$ cat src/rtl/sertx_pkg.sv
`timescale 1ns/1ps
package sertx_pkg;
  localparam int unsigned MIN_LEN = 5;

  typedef enum logic [1:0] {
    ST_IDLE  = 2'd0,
    ST_START = 2'd1,
    ST_BITS  = 2'd2,
    ST_STOP  = 2'd3
  } txPhase_t;

  // strobes from the sequencer to the shifting datapath
  typedef struct packed {
    logic load;      // take a new character into the shifter
    logic pickSync;  // new character is a sync fill, not the holding register
    logic headOut;   // drive the first character bit at once (sync mode)
    logic spaceOut;  // drive a start bit (async mode)
    logic shiftOut;  // drive the next shifter bit
    logic markOut;   // drive the line to 1
  } txStrobe_t;
endpackage

$ cat src/rtl/sertx_ctrl.sv
`timescale 1ns/1ps
module sertx_ctrl
  import sertx_pkg::*;
#(
  parameter int unsigned FACT_MID  = 16,
  parameter int unsigned FACT_HI   = 64,
  parameter int unsigned BIT_CNT_W = 4
) (
  input  logic       clk,
  input  logic       rstN,
  input  logic       txTick,
  input  logic       cfgSync,
  input  logic [1:0] cfgBaud,
  input  logic [1:0] cfgLen,
  input  logic       cfgParEn,
  input  logic [1:0] cfgStop,
  input  logic       allowTx,
  input  logic       holdFull,
  output txStrobe_t  strobe,
  output logic       charIsData
);
  localparam int unsigned CNT_W  = $clog2(4 * FACT_HI + 2);
  localparam int unsigned PROD_W = CNT_W + 3;

  txPhase_t               phase, phaseNxt;
  logic [CNT_W-1:0]       tickCnt, tickNxt, factor, segLen, stopTicks;
  logic [BIT_CNT_W-1:0]   bitsLeft, bitsNxt, bitsInChar;
  logic [2:0]             stopHalves;
  logic [PROD_W-1:0]      stopProd;
  logic                   isDataNxt, boundary;

  // ticks per bit and per stop period
  always_comb begin
    unique case (cfgBaud)
      2'd0:    factor = CNT_W'(1);
      2'd1:    factor = CNT_W'(FACT_MID);
      default: factor = CNT_W'(FACT_HI);
    endcase
    unique case (cfgStop)
      2'd0:    stopHalves = 3'd2;
      2'd1:    stopHalves = 3'd3;
      default: stopHalves = 3'd4;
    endcase
    stopProd   = PROD_W'(stopHalves) * PROD_W'(factor) + PROD_W'(1);
    stopTicks  = CNT_W'(stopProd >> 1);
    segLen     = cfgSync ? CNT_W'(1) : factor;
    bitsInChar = BIT_CNT_W'(MIN_LEN) + BIT_CNT_W'(cfgLen) + BIT_CNT_W'(cfgParEn);
  end

  always_comb begin
    strobe    = '0;
    phaseNxt  = phase;
    tickNxt   = tickCnt;
    bitsNxt   = bitsLeft;
    isDataNxt = charIsData;
    boundary  = 1'b0;
    if (txTick) begin
      unique case (phase)
        ST_IDLE: boundary = 1'b1;
        ST_START: begin
          if (tickCnt > CNT_W'(1)) begin
            tickNxt = tickCnt - CNT_W'(1);
          end else begin
            strobe.shiftOut = 1'b1;
            phaseNxt        = ST_BITS;
            bitsNxt         = bitsInChar - BIT_CNT_W'(1);
            tickNxt         = segLen;
          end
        end
        ST_BITS: begin
          if (tickCnt > CNT_W'(1)) begin
            tickNxt = tickCnt - CNT_W'(1);
          end else if (bitsLeft != '0) begin
            strobe.shiftOut = 1'b1;
            bitsNxt         = bitsLeft - BIT_CNT_W'(1);
            tickNxt         = segLen;
          end else if (cfgSync) begin
            boundary = 1'b1;
          end else begin
            strobe.markOut = 1'b1;
            phaseNxt       = ST_STOP;
            tickNxt        = stopTicks;
          end
        end
        ST_STOP: begin
          if (tickCnt > CNT_W'(1)) tickNxt = tickCnt - CNT_W'(1);
          else                     boundary = 1'b1;
        end
        default: phaseNxt = ST_IDLE;
      endcase

      // character boundary: data first, then sync fill, then idle
      if (boundary) begin
        if (holdFull || (cfgSync && allowTx)) begin
          strobe.load     = 1'b1;
          strobe.pickSync = !holdFull;
          isDataNxt       = holdFull;
          if (cfgSync) begin
            strobe.headOut = 1'b1;
            phaseNxt       = ST_BITS;
            bitsNxt        = bitsInChar - BIT_CNT_W'(1);
            tickNxt        = CNT_W'(1);
          end else begin
            strobe.spaceOut = 1'b1;
            phaseNxt        = ST_START;
            tickNxt         = factor;
          end
        end else begin
          strobe.markOut = 1'b1;
          phaseNxt       = ST_IDLE;
          isDataNxt      = 1'b0;
        end
      end
    end
  end

  always_ff @(posedge clk or negedge rstN) begin
    if (!rstN) begin
      phase      <= ST_IDLE;
      tickCnt    <= '0;
      bitsLeft   <= '0;
      charIsData <= 1'b0;
    end else begin
      phase      <= phaseNxt;
      tickCnt    <= tickNxt;
      bitsLeft   <= bitsNxt;
      charIsData <= isDataNxt;
    end
  end
endmodule

$ cat src/rtl/sertx_dp.sv
`timescale 1ns/1ps
module sertx_dp
  import sertx_pkg::*;
#(
  parameter int unsigned DATA_W = 8
) (
  input  logic              clk,
  input  logic              rstN,
  input  logic              wrStb,
  input  logic [DATA_W-1:0] wrData,
  input  logic              allowTx,
  input  logic [1:0]        cfgLen,
  input  logic              cfgParEn,
  input  logic              cfgParEven,
  input  logic              cfgTwoSync,
  input  logic [DATA_W-1:0] syncA,
  input  logic [DATA_W-1:0] syncB,
  input  txStrobe_t         strobe,
  output logic              holdFull,
  output logic              lineBit
);
  localparam int unsigned SH_W = DATA_W + 1;

  logic [DATA_W-1:0] holdReg, srcChar, lenMask, maskedChar;
  logic [SH_W-1:0]   frame, shiftReg;
  logic              parBit, syncIdx;

  // assemble the character: masked data with parity just above it
  always_comb begin
    srcChar = strobe.pickSync ? (syncIdx ? syncB : syncA) : holdReg;
    for (int i = 0; i < int'(DATA_W); i++)
      lenMask[i] = (i < int'(MIN_LEN) + int'(cfgLen));
    maskedChar = srcChar & lenMask;
    parBit     = cfgParEven ? (^maskedChar) : ~(^maskedChar);
    frame      = {1'b0, maskedChar};
    for (int i = 0; i < int'(SH_W); i++)
      if (cfgParEn && (i == int'(MIN_LEN) + int'(cfgLen))) frame[i] = parBit;
  end

  // single-entry holding register
  always_ff @(posedge clk or negedge rstN) begin
    if (!rstN) begin
      holdFull <= 1'b0;
      holdReg  <= '0;
    end else if (strobe.load && !strobe.pickSync) begin
      holdFull <= 1'b0;
    end else if (wrStb && allowTx && !holdFull) begin
      holdFull <= 1'b1;
      holdReg  <= wrData;
    end
  end

  // shifter and line register
  always_ff @(posedge clk or negedge rstN) begin
    if (!rstN) begin
      shiftReg <= '0;
      lineBit  <= 1'b1;
      syncIdx  <= 1'b0;
    end else begin
      if (strobe.load && strobe.headOut) begin
        lineBit  <= frame[0];
        shiftReg <= frame >> 1;
      end else if (strobe.load && strobe.spaceOut) begin
        lineBit  <= 1'b0;
        shiftReg <= frame;
      end else if (strobe.shiftOut) begin
        lineBit  <= shiftReg[0];
        shiftReg <= shiftReg >> 1;
      end else if (strobe.markOut) begin
        lineBit  <= 1'b1;
      end

      if (strobe.load)         syncIdx <= strobe.pickSync ? (cfgTwoSync & ~syncIdx) : 1'b0;
      else if (strobe.markOut) syncIdx <= 1'b0;
    end
  end
endmodule

$ cat src/rtl/sertx.sv
`timescale 1ns/1ps
module sertx
  import sertx_pkg::*;
#(
  parameter int unsigned DATA_W   = 8,
  parameter int unsigned FACT_MID = 16,
  parameter int unsigned FACT_HI  = 64
) (
  input  logic              clk,
  input  logic              rstN,
  input  logic              txClkIn,
  input  logic              cfgSync,
  input  logic [1:0]        cfgBaud,
  input  logic [1:0]        cfgLen,
  input  logic              cfgParEn,
  input  logic              cfgParEven,
  input  logic [1:0]        cfgStop,
  input  logic              cfgTwoSync,
  input  logic [DATA_W-1:0] syncA,
  input  logic [DATA_W-1:0] syncB,
  input  logic              txEnable,
  input  logic              ctsN,
  input  logic              sendBreak,
  input  logic              wrStb,
  input  logic [DATA_W-1:0] wrData,
  output logic              txd,
  output logic              txRdy,
  output logic              txEmpty
);
  localparam int unsigned BIT_CNT_W = $clog2(DATA_W + 2);

  logic      prevTxClk, txTick, allowTx, holdFull, lineBit, charIsData;
  txStrobe_t strobe;

  always_ff @(posedge clk or negedge rstN) begin
    if (!rstN) prevTxClk <= 1'b0;
    else       prevTxClk <= txClkIn;
  end

  assign txTick  = prevTxClk & ~txClkIn;
  assign allowTx = txEnable & ~ctsN;

  sertx_ctrl #(
    .FACT_MID (FACT_MID),
    .FACT_HI  (FACT_HI),
    .BIT_CNT_W(BIT_CNT_W)
  ) ctrl_i (
    .clk       (clk),
    .rstN      (rstN),
    .txTick    (txTick),
    .cfgSync   (cfgSync),
    .cfgBaud   (cfgBaud),
    .cfgLen    (cfgLen),
    .cfgParEn  (cfgParEn),
    .cfgStop   (cfgStop),
    .allowTx   (allowTx),
    .holdFull  (holdFull),
    .strobe    (strobe),
    .charIsData(charIsData)
  );

  sertx_dp #(
    .DATA_W(DATA_W)
  ) dp_i (
    .clk       (clk),
    .rstN      (rstN),
    .wrStb     (wrStb),
    .wrData    (wrData),
    .allowTx   (allowTx),
    .cfgLen    (cfgLen),
    .cfgParEn  (cfgParEn),
    .cfgParEven(cfgParEven),
    .cfgTwoSync(cfgTwoSync),
    .syncA     (syncA),
    .syncB     (syncB),
    .strobe    (strobe),
    .holdFull  (holdFull),
    .lineBit   (lineBit)
  );

  assign txd     = lineBit & ~sendBreak;
  assign txRdy   = ~holdFull & allowTx;
  assign txEmpty = ~holdFull & ~charIsData;
endmodule

$ cat config.mk
export PLATFORM = sky130hd
export DESIGN_NAME = sertx
export DESIGN_NICKNAME = d
export VERILOG_FILES = /design/src/rtl/sertx_pkg.sv /design/src/rtl/sertx_ctrl.sv /design/src/rtl/sertx_dp.sv /design/src/rtl/sertx.sv
export SDC_FILE = /design/constraint.sdc
export NUM_CORES = 1
export LEC_CHECK = 0
export BUFFER_PORTS_ARGS = -buffer_cell sky130_fd_sc_hd__buf_2
export CAP_MARGIN = 20
export CORE_MARGIN = 2
export CORE_UTILIZATION = 49
export DETAILED_ROUTE_END_ITERATION = 7
export PLACE_DENSITY_LB_ADDON = 0.2
export SYNTH_ARGS = -nofsm -noshare
export SYNTH_HDL_FRONTEND = slang
export SYNTH_HIERARCHICAL = 1
export SYNTH_SLANG_ARGS = --single-unit
$ cat constraint.sdc
create_clock -name clk -period 6.44 [get_ports clk]
set_input_delay 0.966 -clock clk [delete_from_list [all_inputs] [get_ports clk]]
set_output_delay 0.966 -clock clk [all_outputs]
set_load 0.1 [all_outputs]
## Yosys cells after proc, flatten, opt, wreduce, memory -nomap -nowiden

Index checks and enable logic that the tools add are counted.

- Multipliers: 1
- Equality and inequality tests: 17
- Reduce and logical (&&, ||, !) cells: 32
- Order comparisons: 9
- $add $sub $neg: 7
- Muxes and demuxes: 68
- Bitwise gates (word level): 15

Operators with widths:

| cell | count |
|---|---|
| 4-bit by 32-bit equality test with 1-bit output, first input constant | 4 |
| 4-bit by 32-bit < comparator with 1-bit output, first input constant | 4 |
| 9-bit two-way mux | 10 |
| 3-bit by 32-bit equality test with 1-bit output, first input constant | 2 |
| 3-bit by 32-bit < comparator with 1-bit output, first input constant | 2 |
| 2-bit by 32-bit equality test with 1-bit output, first input constant | 1 |
| 5-bit by 32-bit equality test with 1-bit output, first input constant | 1 |
| 32-bit logical NOT | 1 |
| 1-bit by 32-bit < comparator with 1-bit output, first input constant | 1 |
| 2-bit by 32-bit < comparator with 1-bit output, first input constant | 1 |
| 4-bit two-way mux | 8 |
| 1-bit two-way mux | 31 |
| 9-bit case mux with 3 select lines | 1 |
| 2-bit two-way mux | 8 |
| 8-bit two-way mux | 2 |
| 1-bit logical AND | 15 |
| 7-bit case mux with 2 select lines | 1 |
| 10-bit by 1-bit adder with 10-bit output, second input constant | 1 |
| 3-bit by 7-bit multiplier with 10-bit output | 1 |
| 9-bit by 1-bit > comparator with 1-bit output, second input constant | 1 |
| 3-bit != test, second input constant | 3 |
| 9-bit by 1-bit subtractor with 9-bit output, second input constant | 1 |
| 3-bit by 2-bit adder with 4-bit output, first input constant | 2 |
| 8-bit bitwise AND | 1 |
| other kinds (23) | 46 |

- Output and inout bits: 3
- Bits of input ports: 41
- Register bits after elaboration: 37
- Logic and storage cells: 159

## Longest topological paths before layout

- Word-level depth: 15
- Depth in mapped cells: 15
- Gate-level depth less buffers: 13

## Modules after synthesis

The synthesis kept the hierarchy.

By module, submodules not included:

| module | cells each | area an instance (um2) | times used | seq. area each (um2) |
|---|---|---|---|---|
| sertx_ctrl | 233 | 1881.8 | 1 | 400.4 |
| sertx_dp | 139 | 1375.1 | 1 | 501.7 |
| sertx | 6 | 60.1 | 1 | 25.0 |

## Least setup slack after synthesis

Ideal clock, no wire load.

- Path type: input port to flip-flop
- From: input cfgSync
- To: register dp_i.shiftReg[7]
- Library setup time: 101 ps
- Buffers on the path: 3
- Data required time: 6339 ps
- Stages: 13
- Setup slack: 2667 ps
- Arrival time: 3672 ps
- Path through: clkbuf_1 -> a31oi_1 -> o31ai_4 -> nand2_1 -> nor3_1 -> buf_6 -> clkbuf_4 -> o22ai_1 -> a21oi_2 -> xnor2_1 -> xnor3_2 -> xnor2_1 -> o311ai_2

RTL lines:

| what | RTL line | text |
|---|---|---|
| start: declaration | sertx.sv:12 | `input logic cfgSync,` |
| end signal: assignment | sertx_dp.sv:62 | `shiftReg <= frame >> 1;` |
| end signal: assignment | sertx_dp.sv:65 | `shiftReg <= frame;` |
| end signal: assignment | sertx_dp.sv:68 | `shiftReg <= shiftReg >> 1;` |
| end: declaration | sertx_dp.sv:25 | `logic [SH_W-1:0] frame, shiftReg;` |

==> results.json <==
{
  "status": "complete, no violations",
  "drt-total-wl_um": 8560,
  "post-route-drc-count": 0,
  "ioPinCount": 44,
  "ys_async_sr_fraction_pct": 100,
  "arrival_ns": 4.41,
  "htreeDepth": 2,
  "r2r_start": "ctrl_i/tickCnt[4]",
  "p_switching_uw": 808,
  "fmax_mhz": 238,
  "synth_top_flop_cell": "dfrtp_1",
  "ir_worst_vdd_mv": 0.252,
  "yosysSeqAreaShare_pct": 28.0,
  "fp-row-count": 29,
  "p_int_uw": 838,
  "ctsResizeCount": 0,
  "fillCellCount": 603,
  "antenna_found_initial": 0,
  "seqPwrFrac_pct": 26.3,
  "p_per_area_nw_per_um2": 454,
  "synth_compound_area_share_pct": 24.3,
  "crit_end": "dp_i/shiftReg[7]",
  "die_y_um": 86.3,
  "r2r_cells": 12,
  "sw_frac_of_total_pct": 49.1,
  "pwr-share-comb_pct": 62.0,
  "end_kind": "flop",
  "grt_usage_pct": 23.7,
  "cts_sinks": 37,
  "setup_tns_ns": 0,
  "post_route_cells_drive_above_1_share_pct": 20.6,
  "numCtsBuffers": 5,
  "grt_pass1_vias": 2937,
  "ys_types": 81,
  "synth_top_family_by_area": "compound AO/OA/AOI/OAI gates",
  "crit_start": "ctrl_i/tickCnt[4]",
  "place_congestion": 0.933,
  "synth_fp_nets": 431,
  "synthToLayoutAreaGrowth_pct": 9.28,
  "synth_edf_count": 0,
  "port_buffers": 43,
  "final_util_pct": 56.1,
  "hold_buffers": 0,
  "grt_pass1_wl_um": 14300,
  "cts_setup_buffers": 0,
  "start_util_pct": 51.4,
  "setup_violations": 0,
  "grt_max_degree": 38,
  "cts_tree": "done",
  "criticalPathCategory": "flop to flop",
  "min_path_type": "flop to flop",
  "drv_cap": 0,
  "syn_area_per_cell_um2": 8.77,
  "antenna_cells": 0,
  "drtPass1Iterations": 5,
  "setup_ws_ns": 2.23,
  "worst-r2r-setup-slack_ns": 2.23,
  "synthCells": 378,
  "drv_slew": 0,
  "finalCritPeriodShare_pct": 65.3,
  "max-clock-path-buffers": 2,
  "post-dp-hpwl_um": 6170,
  "r2r_end": "dp_i/shiftReg[7]",
  "worstSetupStartpointType": "flop",
  "die-area_um2": 7440,
  "ys_seq_elements": 37,
  "antenna_left": 0,
  "syn_area_um2": 3320,
  "rsz0062_at_grt": "false",
  "hold_slack_ns": 0.491,
  "yosys_warnings": 6,
  "p_leak_nw": 1.50,
  "cp.required_ns": 6.65,
  "hold_violations": 0,
  "die_w_um": 86.3,
  "synth_fa_ha_area_share_pct": 4.53,
  "synth_xor_xnor_area_share_pct": 4.07,
  "routedWlPerCell_um": 17.7,
  "clk_pin_slew_ns": 0.09,
  "synthMuxAreaShare_pct": 10.6,
  "synth_simple_gate_area_share_pct": 23.1,
  "clock-root-buffer": "clkbuf_8",
  "num_vias": 3073,
  "grt.overflow.total": 0,
  "clk_latency_ns": 0.30,
  "max-slew-margin-rel_pct": 41.6,
  "dp_slack_ns": 1.82,
  "seq_area_um2": 927,
  "worst_pin_slew_ns": 0.876,
  "multi_input_area_um2": 2210,
  "critical_path.max_fanout": 14,
  "finClkSkew_ns": 0.00952,
  "nNetsFinal": 459,
  "routed_via_density": 6.35,
  "core_area_um2": 6460,
  "p_clk_share_pct": 11.7,
  "drt_iter0_drc": 302,
  "min_period_ns": 4.21
}
metrics by stage:
step / cells / instance area, um^2 / power [mW]
2_1_floorplan: 378 / 3320 / 1.24
3_3_place_gp: 475 / 3510 / 1.42
3_5_place_dp: 475 / 3510 / 1.43
4_1_cts: 483 / 3610 / 1.63
5_1_grt: 484 / 3620 / 1.77
6_report: 484 / 3620 / 1.65
metal layers:
metal	routed length [um]	track usage [%]
met1	4070	34.9
met2	3770	35.6
met4	163	7.24
met3	563	4.00
met5	0	0
power by group through the flow:
stage | registers [mW] | logic, mW | clock network (mW)
floorplan | 0.393 | 0.846 | 0
global placement | 0.432 | 0.986 | 0
detailed placement | 0.436 | 0.992 | 0
CTS | 0.432 | 1.00 | 0.196
global route | 0.448 | 1.11 | 0.205
finish | 0.434 | 1.02 | 0.192
critical path, cell delays in order, from the launching register on:
cell and delay, ns:
dfrtp_1 0.47, nor3_2 0.66, nand3_2 0.46, o31ai_4 0.41
nand2_1 0.17, nor3_2 0.26, buf_6 0.22, nor2_1 0.06
a21oi_1 0.20, xnor3_1 0.45, xnor3_2 0.30, xnor2_1 0.18
o311ai_2 0.26
layout make-up:
cell class                 instances  area share (%)
clock buffer                       7            2.66
sequential                        37            25.6
tap                               77            2.66
inverter                          13            1.35
timing repair buffer              45            6.45
multi-input combinational        304            61.1
clock inverter                     1           0.242
cell families (layout without fill, tap and decap cells):
kind of cell	count (synthesis)	count (layout)
DFF	37	37
muxes	31	31
AOI/OAI and AO/OA	112	112
and+or+nand+nor	139	139
buffers and inverters	37	66
xor gates and xnor gates	10	10
adders and majority gates	12	12
synth_stat cells, types with 4 or more instances:
| cell type | count | share of area (%) |
|---|---|---|
| mux2_2 | 4 | 1.4 |
| nand4_1 | 6 | 1.1 |
| nor2b_1 | 8 | 1.5 |
| xnor2_1 | 5 | 1.3 |
| o21ai_0 | 21 | 3.2 |
| mux2i_1 | 14 | 4.2 |
| nand2b_1 | 7 | 1.3 |
| nor2_1 | 32 | 3.6 |
| a21oi_1 | 17 | 2.6 |
| nand3_1 | 9 | 1.4 |
| a31oi_1 | 11 | 2.1 |
| inv_1 | 13 | 1.5 |
| a21boi_0 | 4 | 0.91 |
| ha_1 | 12 | 4.5 |
| a32oi_1 | 4 | 1.1 |
| nor3b_1 | 5 | 1.1 |
| clkbuf_1 | 14 | 1.6 |
| and3_1 | 5 | 0.94 |
| o22ai_1 | 6 | 1.1 |
| buf_6 | 4 | 1.4 |
| mux2_1 | 9 | 3.1 |
| buf_2 | 4 | 0.60 |
| nand2_1 | 34 | 3.8 |
| dfrtp_1 | 36 | 27 |
| o21ai_1 | 4 | 0.60 |
| nor3_1 | 9 | 1.4 |
cells in the final DEF, fill, tap and decap left out, types with 8 or more instances in the layout:
cell | netlist | final
buf_2 | 4 | 43
dfrtp_1 | 36 | 36
nand2_1 | 34 | 34
nor2_1 | 32 | 32
o21ai_0 | 21 | 21
a21oi_1 | 17 | 17
mux2i_1 | 14 | 14
inv_1 | 13 | 13
ha_1 | 12 | 12
a31oi_1 | 11 | 11
nand3_1 | 9 | 9
mux2_1 | 9 | 9
nor2b_1 | 8 | 8
nor3_1 | 9 | 8
flip-flops by register name, indices dropped and copies added (netlist names):
signal and flops:
ctrl_i/bitsLeft 4, ctrl_i/charIsData 1, ctrl_i/phase 2, ctrl_i/tickCnt 9
dp_i/holdFull 1, dp_i/holdReg 8, dp_i/lineBit 1, dp_i/shiftReg 9
dp_i/syncIdx 1, prevTxClk 1
how the worst min path moves through the flow:
stage	start	to	slack [ns]	depth (start not counted)
global placement	dp_i/holdReg[6]	dp_i/holdReg[6]	0.48	1
floorplan	dp_i/holdReg[0]	dp_i/holdReg[0]	0.46	1
detailed placement	dp_i/holdReg[4]	dp_i/holdReg[4]	0.48	1
finish	dp_i/holdReg[4]	dp_i/holdReg[4]	0.49	1
CTS	dp_i/holdReg[4]	dp_i/holdReg[4]	0.50	1
global route	dp_i/holdReg[4]	dp_i/holdReg[4]	0.51	1
No activity file was read; power rests on OpenSTA's default activity.
